File: config.mk
export PLATFORM = sky130hd
export DESIGN_NAME = pwr_mode_seq
export DESIGN_NICKNAME = d
export VERILOG_FILES = /design/src/rtl/pms_pkg.sv /design/src/rtl/pms_div_sync.sv /design/src/rtl/pms_clk_gen.sv /design/src/rtl/pms_mode_fsm.sv /design/src/rtl/pwr_mode_seq.sv
export SDC_FILE = /design/constraint.sdc
export NUM_CORES = 1
export LEC_CHECK = 0
export BUFFER_PORTS_ARGS = -buffer_cell sky130_fd_sc_hd__buf_2
export CAP_MARGIN = 20
export CORE_MARGIN = 2
export CORE_UTILIZATION = 49
export DETAILED_ROUTE_END_ITERATION = 8
export PLACE_DENSITY = 0.78
export REMOVE_ABC_BUFFERS = 1
export SLEW_MARGIN = 25
export SYNTH_ARGS = -nofsm -noshare
export SYNTH_HDL_FRONTEND = slang
export SYNTH_SLANG_ARGS = --single-unit
File: constraint.sdc
create_clock -name clk -period 2.4 [get_ports clk]
set_input_delay 0.12 -clock clk [delete_from_list [all_inputs] [get_ports clk]]
set_output_delay 0.12 -clock clk [all_outputs]
set_load 0.01 [all_outputs]
File: src/rtl/pms_pkg.sv
// Package: shared widths, mode codes and the divider-code normaliser for the
// power-mode sequencer. Assumes divider codes above MAX_SHIFT mean MAX_SHIFT.
package pms_pkg;
    localparam int DIV_W     = 3;
    localparam int MAX_SHIFT = 5;
    localparam int CNT_W     = MAX_SHIFT;

    typedef enum logic [2:0] {
        PM_HIGH  = 3'd0,
        PM_MED   = 3'd1,
        PM_SLEEP = 3'd2,
        PM_SSTBY = 3'd3,
        PM_HSTBY = 3'd4,
        PM_RESET = 3'd5
    } pm_mode_e;

    typedef enum logic [2:0] {
        ST_RUN   = 3'd0,
        ST_SLEEP = 3'd1,
        ST_SSTBY = 3'd2,
        ST_HSTBY = 3'd3,
        ST_RESET = 3'd4
    } pm_state_e;

    function automatic logic [DIV_W-1:0] norm_div(input logic [DIV_W-1:0] code);
        return (int'(code) > MAX_SHIFT) ? DIV_W'(MAX_SHIFT) : code;
    endfunction
endpackage

File: src/rtl/pms_div_sync.sv
// Divider synchroniser: holds the applied divider code and loads the
// requested one only at a bus-cycle end while the core runs.
// Assumes bus_end is a one-cycle strobe from the bus master.
module pms_div_sync
    import pms_pkg::*;
(
    input  logic             clk,
    input  logic             rst_n,
    input  logic [DIV_W-1:0] div_sel,
    input  logic             bus_end,
    input  logic             run,
    input  logic             in_reset,
    output logic [DIV_W-1:0] div_q,
    output logic             apply_o
);
    logic [DIV_W-1:0] sel_norm;

    // Normalise the request and decide whether it takes effect this edge.
    always_comb begin
        sel_norm = norm_div(div_sel);
        apply_o  = run && bus_end && (sel_norm != div_q);
    end

    // Applied divider register, cleared by the reset state.
    always_ff @(posedge clk) begin
        if (!rst_n)        div_q <= '0;
        else if (in_reset) div_q <= '0;
        else if (apply_o)  div_q <= sel_norm;
    end


    div_change_at_bus_end_chk: assert property (@(posedge clk) disable iff (!rst_n)
        !$stable(div_q) |-> (($past(bus_end) && $past(run)) || $past(in_reset)));
endmodule

File: src/rtl/pms_clk_gen.sv
// CPU clock-enable generator: a free-running counter produces one pulse per
// 2^div_q system clocks while running. Restarts at zero when a new divider
// applies so that the first period is complete. Assumes div_q <= MAX_SHIFT.
module pms_clk_gen
    import pms_pkg::*;
(
    input  logic             clk,
    input  logic             rst_n,
    input  logic             run,
    input  logic             restart,
    input  logic [DIV_W-1:0] div_q,
    output logic             cpu_en
);
    logic [CNT_W-1:0] cnt_q;
    logic [CNT_W:0]   period;
    logic             at_last;

    // Period length and terminal count for the applied code.
    always_comb begin
        period  = (CNT_W+1)'(1) << div_q;
        at_last = (cnt_q == CNT_W'(period - (CNT_W+1)'(1)));
        cpu_en  = run && at_last;
    end

    // Phase counter: held at zero when idle, restarted on divider change.
    always_ff @(posedge clk) begin
        if (!rst_n)       cnt_q <= '0;
        else if (!run)    cnt_q <= '0;
        else if (restart) cnt_q <= '0;
        else if (at_last) cnt_q <= '0;
        else              cnt_q <= cnt_q + CNT_W'(1);
    end


    pulse_single_chk: assert property (@(posedge clk) disable iff (!rst_n)
        (cpu_en && div_q != '0) |=> (!cpu_en || div_q == '0));
endmodule

File: src/rtl/pms_mode_fsm.sv
// Mode state machine: standby pin over reset/watchdog over sleep and wake-up.
// Leaving hardware standby always passes one cycle through reset.
// Assumes pins are already synchronised to clk.
module pms_mode_fsm
    import pms_pkg::*;
#(
    parameter int N_INT = 4,
    parameter int N_EXT = 2
) (
    input  logic             clk,
    input  logic             rst_n,
    input  logic             stby_n,
    input  logic             wdt_ovf,
    input  logic             sleep_req,
    input  logic             stby_en,
    input  logic             lson,
    input  logic             wdt_sel,
    input  logic [N_INT-1:0] irq_int,
    input  logic [N_EXT-1:0] irq_ext,
    output pm_state_e        state_q
);
    pm_state_e state_d;
    logic      any_ext;
    logic      any_irq;

    // Next-state decision in priority order.
    always_comb begin
        any_ext = |irq_ext;
        any_irq = any_ext || (|irq_int);
        state_d = state_q;
        if (!stby_n)                     state_d = ST_HSTBY;
        else if (state_q == ST_HSTBY)    state_d = ST_RESET;
        else if (wdt_ovf)                state_d = ST_RESET;
        else begin
            unique case (state_q)
                ST_RESET: state_d = ST_RUN;
                ST_RUN: begin
                    if (sleep_req && !lson) begin
                        if (!stby_en)      state_d = ST_SLEEP;
                        else if (!wdt_sel) state_d = ST_SSTBY;
                    end
                end
                ST_SLEEP: if (any_irq) state_d = ST_RUN;
                ST_SSTBY: if (any_ext) state_d = ST_RUN;
                default:  state_d = ST_RESET;
            endcase
        end
    end

    // State register; the reset pin yields to the standby pin.
    always_ff @(posedge clk) begin
        if (!rst_n) state_q <= stby_n ? ST_RESET : ST_HSTBY;
        else        state_q <= state_d;
    end


    sstby_hold_chk: assert property (@(posedge clk) disable iff (!rst_n)
        (state_q == ST_SSTBY && stby_n && !wdt_ovf && irq_ext == '0) |=> state_q == ST_SSTBY);


    wdt_to_reset_chk: assert property (@(posedge clk) disable iff (!rst_n)
        (wdt_ovf && stby_n) |=> state_q == ST_RESET);


    hstby_exit_chk: assert property (@(posedge clk) disable iff (!rst_n)
        state_q == ST_HSTBY |=> (state_q == ST_HSTBY || state_q == ST_RESET));
endmodule

File: src/rtl/pwr_mode_seq.sv
// Power-mode sequencer top: joins the mode FSM, divider synchroniser and
// clock-enable generator, and maps the internal state onto the external mode code.
// Assumes all inputs are synchronous to clk.
module pwr_mode_seq
    import pms_pkg::*;
#(
    parameter int N_INT = 4,
    parameter int N_EXT = 2
) (
    input  logic             clk,
    input  logic             rst_n,
    input  logic             stby_n,
    input  logic             wdt_ovf,
    input  logic [2:0]       div_sel,
    input  logic             stby_en,
    input  logic             lson,
    input  logic             wdt_sel,
    input  logic             sleep_req,
    input  logic             bus_end,
    input  logic [N_INT-1:0] irq_int,
    input  logic [N_EXT-1:0] irq_ext,
    output logic [2:0]       mode_o,
    output logic [2:0]       div_act_o,
    output logic             cpu_clk_en_o,
    output logic             periph_clk_en_o,
    output logic             pad_oe_o
);
    pm_state_e        state;
    logic [DIV_W-1:0] div_q;
    logic             apply;
    logic             run;
    logic             in_reset;
    pm_mode_e         mode;

    assign run      = (state == ST_RUN);
    assign in_reset = (state == ST_RESET);

    pms_mode_fsm #(.N_INT(N_INT), .N_EXT(N_EXT)) fsm_i (
        .clk(clk), .rst_n(rst_n), .stby_n(stby_n), .wdt_ovf(wdt_ovf),
        .sleep_req(sleep_req), .stby_en(stby_en), .lson(lson), .wdt_sel(wdt_sel),
        .irq_int(irq_int), .irq_ext(irq_ext), .state_q(state)
    );

    pms_div_sync div_i (
        .clk(clk), .rst_n(rst_n), .div_sel(div_sel), .bus_end(bus_end),
        .run(run), .in_reset(in_reset), .div_q(div_q), .apply_o(apply)
    );

    pms_clk_gen gen_i (
        .clk(clk), .rst_n(rst_n), .run(run), .restart(apply),
        .div_q(div_q), .cpu_en(cpu_clk_en_o)
    );

    // Map internal state to the external mode code and pad/peripheral enables.
    always_comb begin
        unique case (state)
            ST_RUN:   mode = (div_q == '0) ? PM_HIGH : PM_MED;
            ST_SLEEP: mode = PM_SLEEP;
            ST_SSTBY: mode = PM_SSTBY;
            ST_HSTBY: mode = PM_HSTBY;
            default:  mode = PM_RESET;
        endcase
        mode_o          = mode;
        div_act_o       = div_q;
        periph_clk_en_o = (state == ST_RUN) || (state == ST_SLEEP);
        pad_oe_o        = (state != ST_HSTBY);
    end
endmodule

# ---- Word-level counts from Yosys, hierarchy flattened
# Index checks and enable logic that the tools add are counted.
dict set report word_totals {
  in_bits 18
  reg_bits 11
  out_inout_bits 9
}
dict set report op_classes {
  reduce_logical 14
  muxes 14
  shift 1
  n_addsub 2
  eq_ne 11
  order_cmp 1
  n_bitwise 2
}
# op count
set ops {}
lappend ops {{3-bit 2-to-1 mux} 11}
lappend ops {{3-bit case mux with 4 select lines} 2}
lappend ops {{6-bit by 4-bit != test with 1-bit output, second input constant} 2}
lappend ops {{4-bit OR reduction} 2}
lappend ops {{7-bit != test, second input constant} 1}
lappend ops {{3-bit by 2-bit equality test with 1-bit output, second input constant} 2}
lappend ops {{3-bit logical NOT} 2}
lappend ops {{6-bit != test, second input constant} 1}
lappend ops {{5-bit by 1-bit adder with 5-bit output, second input constant} 1}
lappend ops {{5-bit equality test} 1}
lappend ops {{1-bit by 3-bit left shift with 5-bit output, first input constant} 1}
lappend ops {{5-bit by 1-bit subtractor with 5-bit output, second input constant} 1}
lappend ops {{1-bit logical AND} 4}
lappend ops {{4-bit AND reduction} 1}
lappend ops {{2-bit OR reduction} 2}
lappend ops {{3-bit by 1-bit equality test with 1-bit output, second input constant} 1}
lappend ops {{3-bit equality test, second input constant} 1}
lappend ops {{3-bit greater-than comparator, second input constant} 1}
lappend ops {{3-bit by 2-bit != test with 1-bit output, second input constant} 1}
lappend ops {{3-bit != test} 1}
lappend ops {{1-bit logical OR} 2}
lappend ops {{1-bit NOT} 2}
lappend ops {{1-bit logical NOT} 1}
lappend ops {{1-bit 2-to-1 mux} 1}

# ---- Depth between registers and ports, before layout
# Gate-level depths: netlist of the first run.
dict set report logic_depth {
  depth_word 8
  ltp_mapped 9
}

# ---- By module
# Synthesis of the first run repeated with hierarchy kept, for this count alone.
dict set report unflattened {
  hier_cells 83
  hier_area_um2 715.7
}
# mod seq_area_each_um2 area_per_inst_um2 n_inst cells_per_inst
set modules_own_cells {}
lappend modules_own_cells {pms_clk_gen 100.1 280.3 1 29}
lappend modules_own_cells {pms_mode_fsm 90.1 197.7 1 22}
lappend modules_own_cells {pms_div_sync 60.1 175.2 1 22}
lappend modules_own_cells {pwr_mode_seq 0.0 62.6 1 10}

# ---- Worst setup path before layout of the first run
# OpenSTA, ideal clock, no wires.
dict set report synth_path {
  path_kind {reg-to-output}
  startpoint {register div_i.div_q[1]}
  endpoint {output port cpu_clk_en_o}
  path_stages_with_launch 8
  arrival_ps 2257
  n_path_buf 1
  slack_ps 23
  path_cell_list {dfxtp_1 buf_4 or3_2 ha_1 and3_1 or4_4 a21oi_4 and2_1}
}
dict set report synth_between {
  elab_chain_len 4
}
# element line
set synth_lines {}
lappend synth_lines {{from (decl)} pms_div_sync.sv:13} ;# output logic [DIV_W-1:0] div_q,
lappend synth_lines {{from (signal assigned)} pms_div_sync.sv:28} ;# else if (apply_o) div_q <= sel_norm;
lappend synth_lines {{1-bit by 3-bit left shift with 5-bit output} pms_clk_gen.sv:20} ;# period = (CNT_W+1)'(1) << div_q;
lappend synth_lines {{5-bit by 1-bit subtractor with 5-bit output} pms_clk_gen.sv:21} ;# at_last = (cnt_q == CNT_W'(period - (CNT_W+1)'(1)));
lappend synth_lines {{5-bit equality test} pms_clk_gen.sv:21}
lappend synth_lines {{1-bit logical AND} pms_clk_gen.sv:22} ;# cpu_en = run && at_last;
lappend synth_lines {{to (decl)} pwr_mode_seq.sv:24} ;# output logic cpu_clk_en_o,
# Every way passes these cells.

# ---- Worst setup path after layout of the first run
dict set report layout_path {
  startpoint {register div_i.div_q[0]}
  endpoint {output port cpu_clk_en_o}
}
# Same word-level chain as after synthesis.

==> summary.txt, run 1 <==
largest net degree at the start of global routing: 11
layout cell share with drive strength beyond 1: 36.89%
final setup fails: 0
initial DRC count: 24
CTS Buffer Depth: 2
H-tree depth: 1
Die H: 45.02 microns
Initial Util: 53.49%
crit-path max FO: 4
DP Wirelength: 1383 microns
Avg WL per Cell: 13.83 microns
crit share post-route: 99.73%
Clock Latency Late Sink: 270 ps
Pre-antenna DRT Iters: 4
Avg Inst Size Synth: 8.772 sq um
CTS Sinks: 11
DP Area: 964.7 sq um
synth warn: 0
Hold Crit Class: primary input to register
IO Pins: 27
DRC: 0
#FFs+latches synth: 11
flop2flop setup slack: 320 ps
Tmin final: 2393 ps
Crit Path Class: register to output port
Worst EP required: 2280 ps
Largest delay share family, worst path: simple AND/OR/NAND/NOR gates
Post-CTS Hold Buffers: 0
Slew HR: 56.07%
unrepaired setup endpoints after global routing: true
vias in the first global route: 755
leakage dissipation: 0.4428 nW
TritonCTS Buffers: 3
Die ar.: 0.002027 sq mm
gr usage total: 22.84%
final wirelength: 1909 microns
initial antenna violation count: 0
grt ovf: 0
clock skew: 7.825 ps
vias: 801
EDFF count, synth: 3
port bufs: 26
vias per cell: 5.804
Slew @ Worst Pin: 648.7 ps
Post-layout nets: 143
highest-delay cell along the critical path: or4_4
Hold WS: 142.0 ps
CP Data Arrival Time: 2270 ps
cell area after layout: 0.001039 sq mm
global-route wire length before repair: 3353 microns
status: finished, final reports clean
most area-hungry cell type in the Yosys netlist: dfxtp_1
cell area after synthesis: 824.5 sq um
Hold Fails Final Rpt: 0
Placement Rows: 14
Max Freq: 0.4178 GHz
Core ar.: 0.001541 sq mm
Horiz. Die Dim: 45.02 microns
CP max stage delay: 490 ps
Post-Synthesis Cells: 94
Post-DRT Antenna Nets: 0
CP startpoint kind: register
main flop type after synthesis: dfxtp_1
number of distinct library cells after synthesis: 42
Synth async-reset ratio: 0%
Max Cap Viol: 0
CTS clock-pin slew for the worst setup and hold paths: 60 ps
maximum VDD drop: 0.3370 mV
Synth area leaders: dfxtp_1 (19%), edfxtp_1 (11%), xor2_1 (5.3%), nor2_1 (4.6%), xnor2_1 (4.2%)
Worst Setup End Kind: output port
P&R area growth vs syn: 25.95%
Commonest cells post-synth: nor2_1 (10), dfxtp_1 (8), nand2_1 (7)
Setup Buffers After CTS: 0
CTS tree: done
Max Slew Vio Count: 0
sequential area share after synthesis: 30.35%
most common cell in the netlist: nor2_1
Cell Pwr Density: 441.7 mW/mm^2
share of the synthesized area in the top cell type: 19.42%
global placement routability congestion: 0.7459
CP cell instances: or3_4 -> ha_4 -> and3_4 -> or4_4 -> a21oi_4 -> and2_4 -> buf_6
CTS root buf: clkbuf_4
Buf/Inv on CP: 1
# diodes: 0
[per-stage QoR]
stage	worst slack, ps	total power, mW	utilization, %	std cells	TNS (ps)
2_1_floorplan	79.75	0.2751	-	88	0
3_3_place_gp	190.2	0.3182	62.58	134	0
3_5_place_dp	155.7	0.3220	62.58	134	0
4_1_cts	12.83	0.4487	65.34	138	0
5_1_grt	-54.70	0.4863	67.37	138	-54.70
6_report	6.535	0.4587	67.37	138	0
[flip-flops by register name, summed over array words and instances, names as in the netlist]
register       flops
div_i.div_q        3
fsm_i.state_q      3
gen_i.cnt_q        5
[path summary, 6_finish.rpt]
check | cells past startpoint | to | startpoint
setup / recovery | 7 | cpu_clk_en_o | div_i.div_q[0]
setup reg to reg | 7 | gen_i.cnt_q[0] | div_i.div_q[0]
hold / removal | 2 | fsm_i.state_q[1] | stby_n
hold reg to reg | 1 | gen_i.cnt_q[0] | gen_i.cnt_q[0]
[cell usage in the layout, fill, tap and decap left out, types with 3 or more instances in the layout]
cell type  synthesis  routed
buf_6              1       3
nor2_1            10      10
nand2_1            7       7
dfxtp_1            8       6
edfxtp_1           3       3
xor2_1             5       5
nand3_1            3       3
nor3_1             5       5
mux2i_1            3       3
xnor2_1            4       3
inv_1              3       3
buf_2              2      25
clkbuf_4           0       3
[power breakdown]
group / switching (mW) / leakage [nW] / internal, mW / total, mW
Combinational: 0.0590 / 0.330 / 0.0629 / 0.122
Sequential: 0.0118 / 0.0974 / 0.196 / 0.208
Clock: 0.0643 / 0.0150 / 0.0644 / 0.129
Total: 0.135 / 0.443 / 0.324 / 0.459
[timing repair]
action                                  4_1_cts  5_1_grt
pin swaps                                     0        3
endpoints found under the setup margin        1        1
resized for setup                             3        8
[kinds of logic after synthesis]
family | after synthesis | share of synthesized area, %
AND/OR/NAND/NOR | 43 | 30.50
adder cells (fa/ha/maj) | 3 | 4.248
multiplexers | 3 | 3.642
buffers and inverters | 9 | 6.220
AO/OA/AOI/OAI | 16 | 15.48
flip-flops | 11 | 30.35
XOR/XNOR | 9 | 9.559
[routing by layer]
metal | GRT usage [%] | share of wire, %
met1 | 30.33 | 43
met3 | 3.600 | 6.1
met2 | 38.00 | 50
met5 | 0 | 0
met4 | 7.059 | 1.2
[area by class of cell]
cell class / count / area, sq um
clock buffers: 4 / 26.28
well taps: 16 / 20.02
multi-input cells: 74 / 554.3
flip-flops and latches: 11 / 252.7
repair buffers: 30 / 173.9
inverters: 3 / 11.26
fillers: 130 / 503.0
(Power assumes the default switching activity.)
==> inputs of run 2 (changes only) <==
CTS_BUF_LIST = sky130_fd_sc_hd__clkbuf_16   (was default)
==> run 2 against run 1 <==
Compared with the run above:
- register-to-register slack about the same
- total power up 36%
- count of clock-buffer cells in the layout down 1
- sequential share of layout area down 1.2 points
- clock power up 130%
- hold slack better by 45 ps
- highest routed layer unchanged
==> summary.txt, run 2 (synthesized netlist as in run 1, its figures left out) <==
status: finished, final reports clean
Placement Rows: 14 (unchanged)
global-route wire length before repair: 3277 microns (-2.3%)
global placement routability congestion: 0.7459 (unchanged)
initial antenna violation count: 0 (unchanged)
Final WS setup: 46.93 ps (+40.40 ps)
Post-Layout Cell Count: 138 (unchanged)
DP Wirelength: 1383 microns (unchanged)
Initial Util: 53.49% (unchanged)
Tmin final: 2353 ps (-40.40 ps)
CTS tree: done
Worst EP required: 2280 ps (about the same)
final setup fails: 0 (unchanged)
total chip power: 623.5 uW (+36%)
Max Freq: 0.4250 GHz (+1.7%)
top flop regs: gen_i.cnt_q (5), div_i.div_q (3), fsm_i.state_q (3)
Crit Path Class: register to output port
Clock Latency Late Sink: 230 ps (-40 ps)
Post-DRT Antenna Nets: 0 (unchanged)
internal power: 477.2 uW (+47%)
reg-to-reg startpoint: div_i.div_q[0]
gr usage total: 22.32% (-0.52 points)
Core ar.: 0.001541 sq mm (unchanged)
Slew @ Worst Pin: 605.9 ps (-42.81 ps)
clock skew: 1.889 ps (-5.935 ps)
Cell Pwr Density: 574.1 mW/mm^2 (+30%)
TNS Setup: 0 ps (unchanged)
Worst Setup End Kind: output port
Largest delay share family, worst path: simple AND/OR/NAND/NOR gates
DRC: 0 (unchanged)
Sw Pwr: 146.3 uW (+8.3%)
crit share post-route: 98.04% (-1.7 points)
crit-path max FO: 4 (unchanged)
Die ar.: 0.002027 sq mm (unchanged)
Net Sw Frac: 23.47% (-6.0 points)
worst min-delay path startpoint: stby_n
largest net degree at the start of global routing: 11 (unchanged)
fillers: 122 (-6.2%)
max FFs per register: 5 (unchanged)
Horiz. Die Dim: 45.02 microns (unchanged)
Slew HR: 58.97% (+2.9 points)
TritonCTS Buffers: 3 (unchanged)
leakage dissipation: 0.4696 nW (+6.1%)
CP cell instances: or3_4 -> ha_4 -> and3_4 -> or4_4 -> a21oi_4 -> and2_4 -> buf_2
Die H: 45.02 microns (unchanged)
CTS root buf: clkbuf_16
Post-Place Worst Slack: 155.7 ps (unchanged)
IO Pins: 27 (unchanged)
Hold Fails Final Rpt: 0 (unchanged)
port bufs: 26 (unchanged)
H-tree depth: 1 (unchanged)
vias per cell: 5.710 (-1.6%)
vias: 788 (-1.6%)
final wirelength: 1926 microns (+0.89%)
Max Cap Viol: 0 (unchanged)
CTS clock-pin slew for the worst setup and hold paths: 40 ps (-20 ps)
DP Cell Count: 134 (unchanged)
most frequent cells in the layout: buf_2 (26), nor2_1 (9), nand2_1 (7), dfxtp_1 (7)
Reg with most FFs: gen_i.cnt_q
P&R area growth vs syn: 31.71%
initial DRC count: 4 (-83%)
highest-delay cell along the critical path: or4_4
vias in the first global route: 769 (+1.9%)
unrepaired setup endpoints after global routing: false
Post-layout nets: 143 (unchanged)
part of the power in registers: 33.6% (-12 points)
Avg WL per Cell: 13.96 microns (+0.89%)
maximum VDD drop: 0.3735 mV (+11%)
Clock power frac: 47.1% (+19 points)
CP Data Arrival Time: 2230 ps (-40 ps)
Buf/Inv on CP: 1 (unchanged)
grt ovf: 0 (unchanged)
most common cell after layout, fill and taps aside: buf_2
CP startpoint: div_i.div_q[0]
CP startpoint kind: register
Pre-antenna DRT Iters: 4 (unchanged)
CP max stage delay: 490 ps (about the same)
layout cell share with drive strength beyond 1: 36.89% (unchanged)
Comb power frac: 19.3% (-7.3 points)
CTS Buffer Depth: 2 (unchanged)
CTS Sinks: 11 (unchanged)
# diodes: 0 (unchanged)
Hold Crit Class: primary input to register
Max Slew Vio Count: 0 (unchanged)
==> run 2: metal layers <==
metal	share of wire [%]	track usage [%]	vias up
li1	-	-	395
met1	46	30.25	365
met2	49	36.57	24
met3	4.8	1.200	4
met4	0.83	10.00	0
met5	0	0	-
==> run 2: cell type report <==
cell class                      count  area (sq um)  share of cell area, %
Tap cell                           16         20.02                  1.843
Sequential cell                    11         251.5                  23.16
Clock inverter                      1         3.754                 0.3456
Multi-Input combinational cell     74         556.8                  51.27
Clock buffer                        3         75.07                  6.912
Inverter                            3         11.26                  1.037
Timing Repair Buffer               30         167.7                  15.44
==> run 2: timing repair <==
action / 4_1_cts / 5_1_grt
resized for setup: 3 / 7
hold buffers: 0 / 0
hold endpoints to repair: 0 / 0
setup endpoints to repair: 1 / 1
pin swaps: 0 / 4
setup buffers: 0 / 0
==> run 2: metrics by stage <==
stage | utilization [%] | hold WS, ps | instance area, sq um
after global placement | 62.58 | 407.6 | 964.7
after CTS | 68.75 | 181.8 | 1060
after floorplan | - | 267.2 | 784.5
final | 70.45 | 187.0 | 1086
after detailed placement | 62.58 | 415.0 | 964.7
after global routing | 70.45 | 209.5 | 1086
==> run 2: final timing paths <==
kind                                    endpoint  slack, ps  depth (start not counted)
worst max-delay path                cpu_clk_en_o         50                          7
worst min-delay path            fsm_i.state_q[1]        190                          2
worst max register to register    gen_i.cnt_q[3]        330                          7
worst min register to register    gen_i.cnt_q[0]        570                          1
==> run 2: power groups by stage <==
| stage | Sequential, mW | Combinational (mW) | Clock [mW] |
|---|---|---|---|
| after floorplan | 0.212 | 0.0631 | 0 |
| after global placement | 0.211 | 0.107 | 0 |
| after detailed placement | 0.212 | 0.110 | 0 |
| after CTS | 0.209 | 0.116 | 0.296 |
| after global routing | 0.210 | 0.132 | 0.307 |
| final | 0.209 | 0.121 | 0.294 |
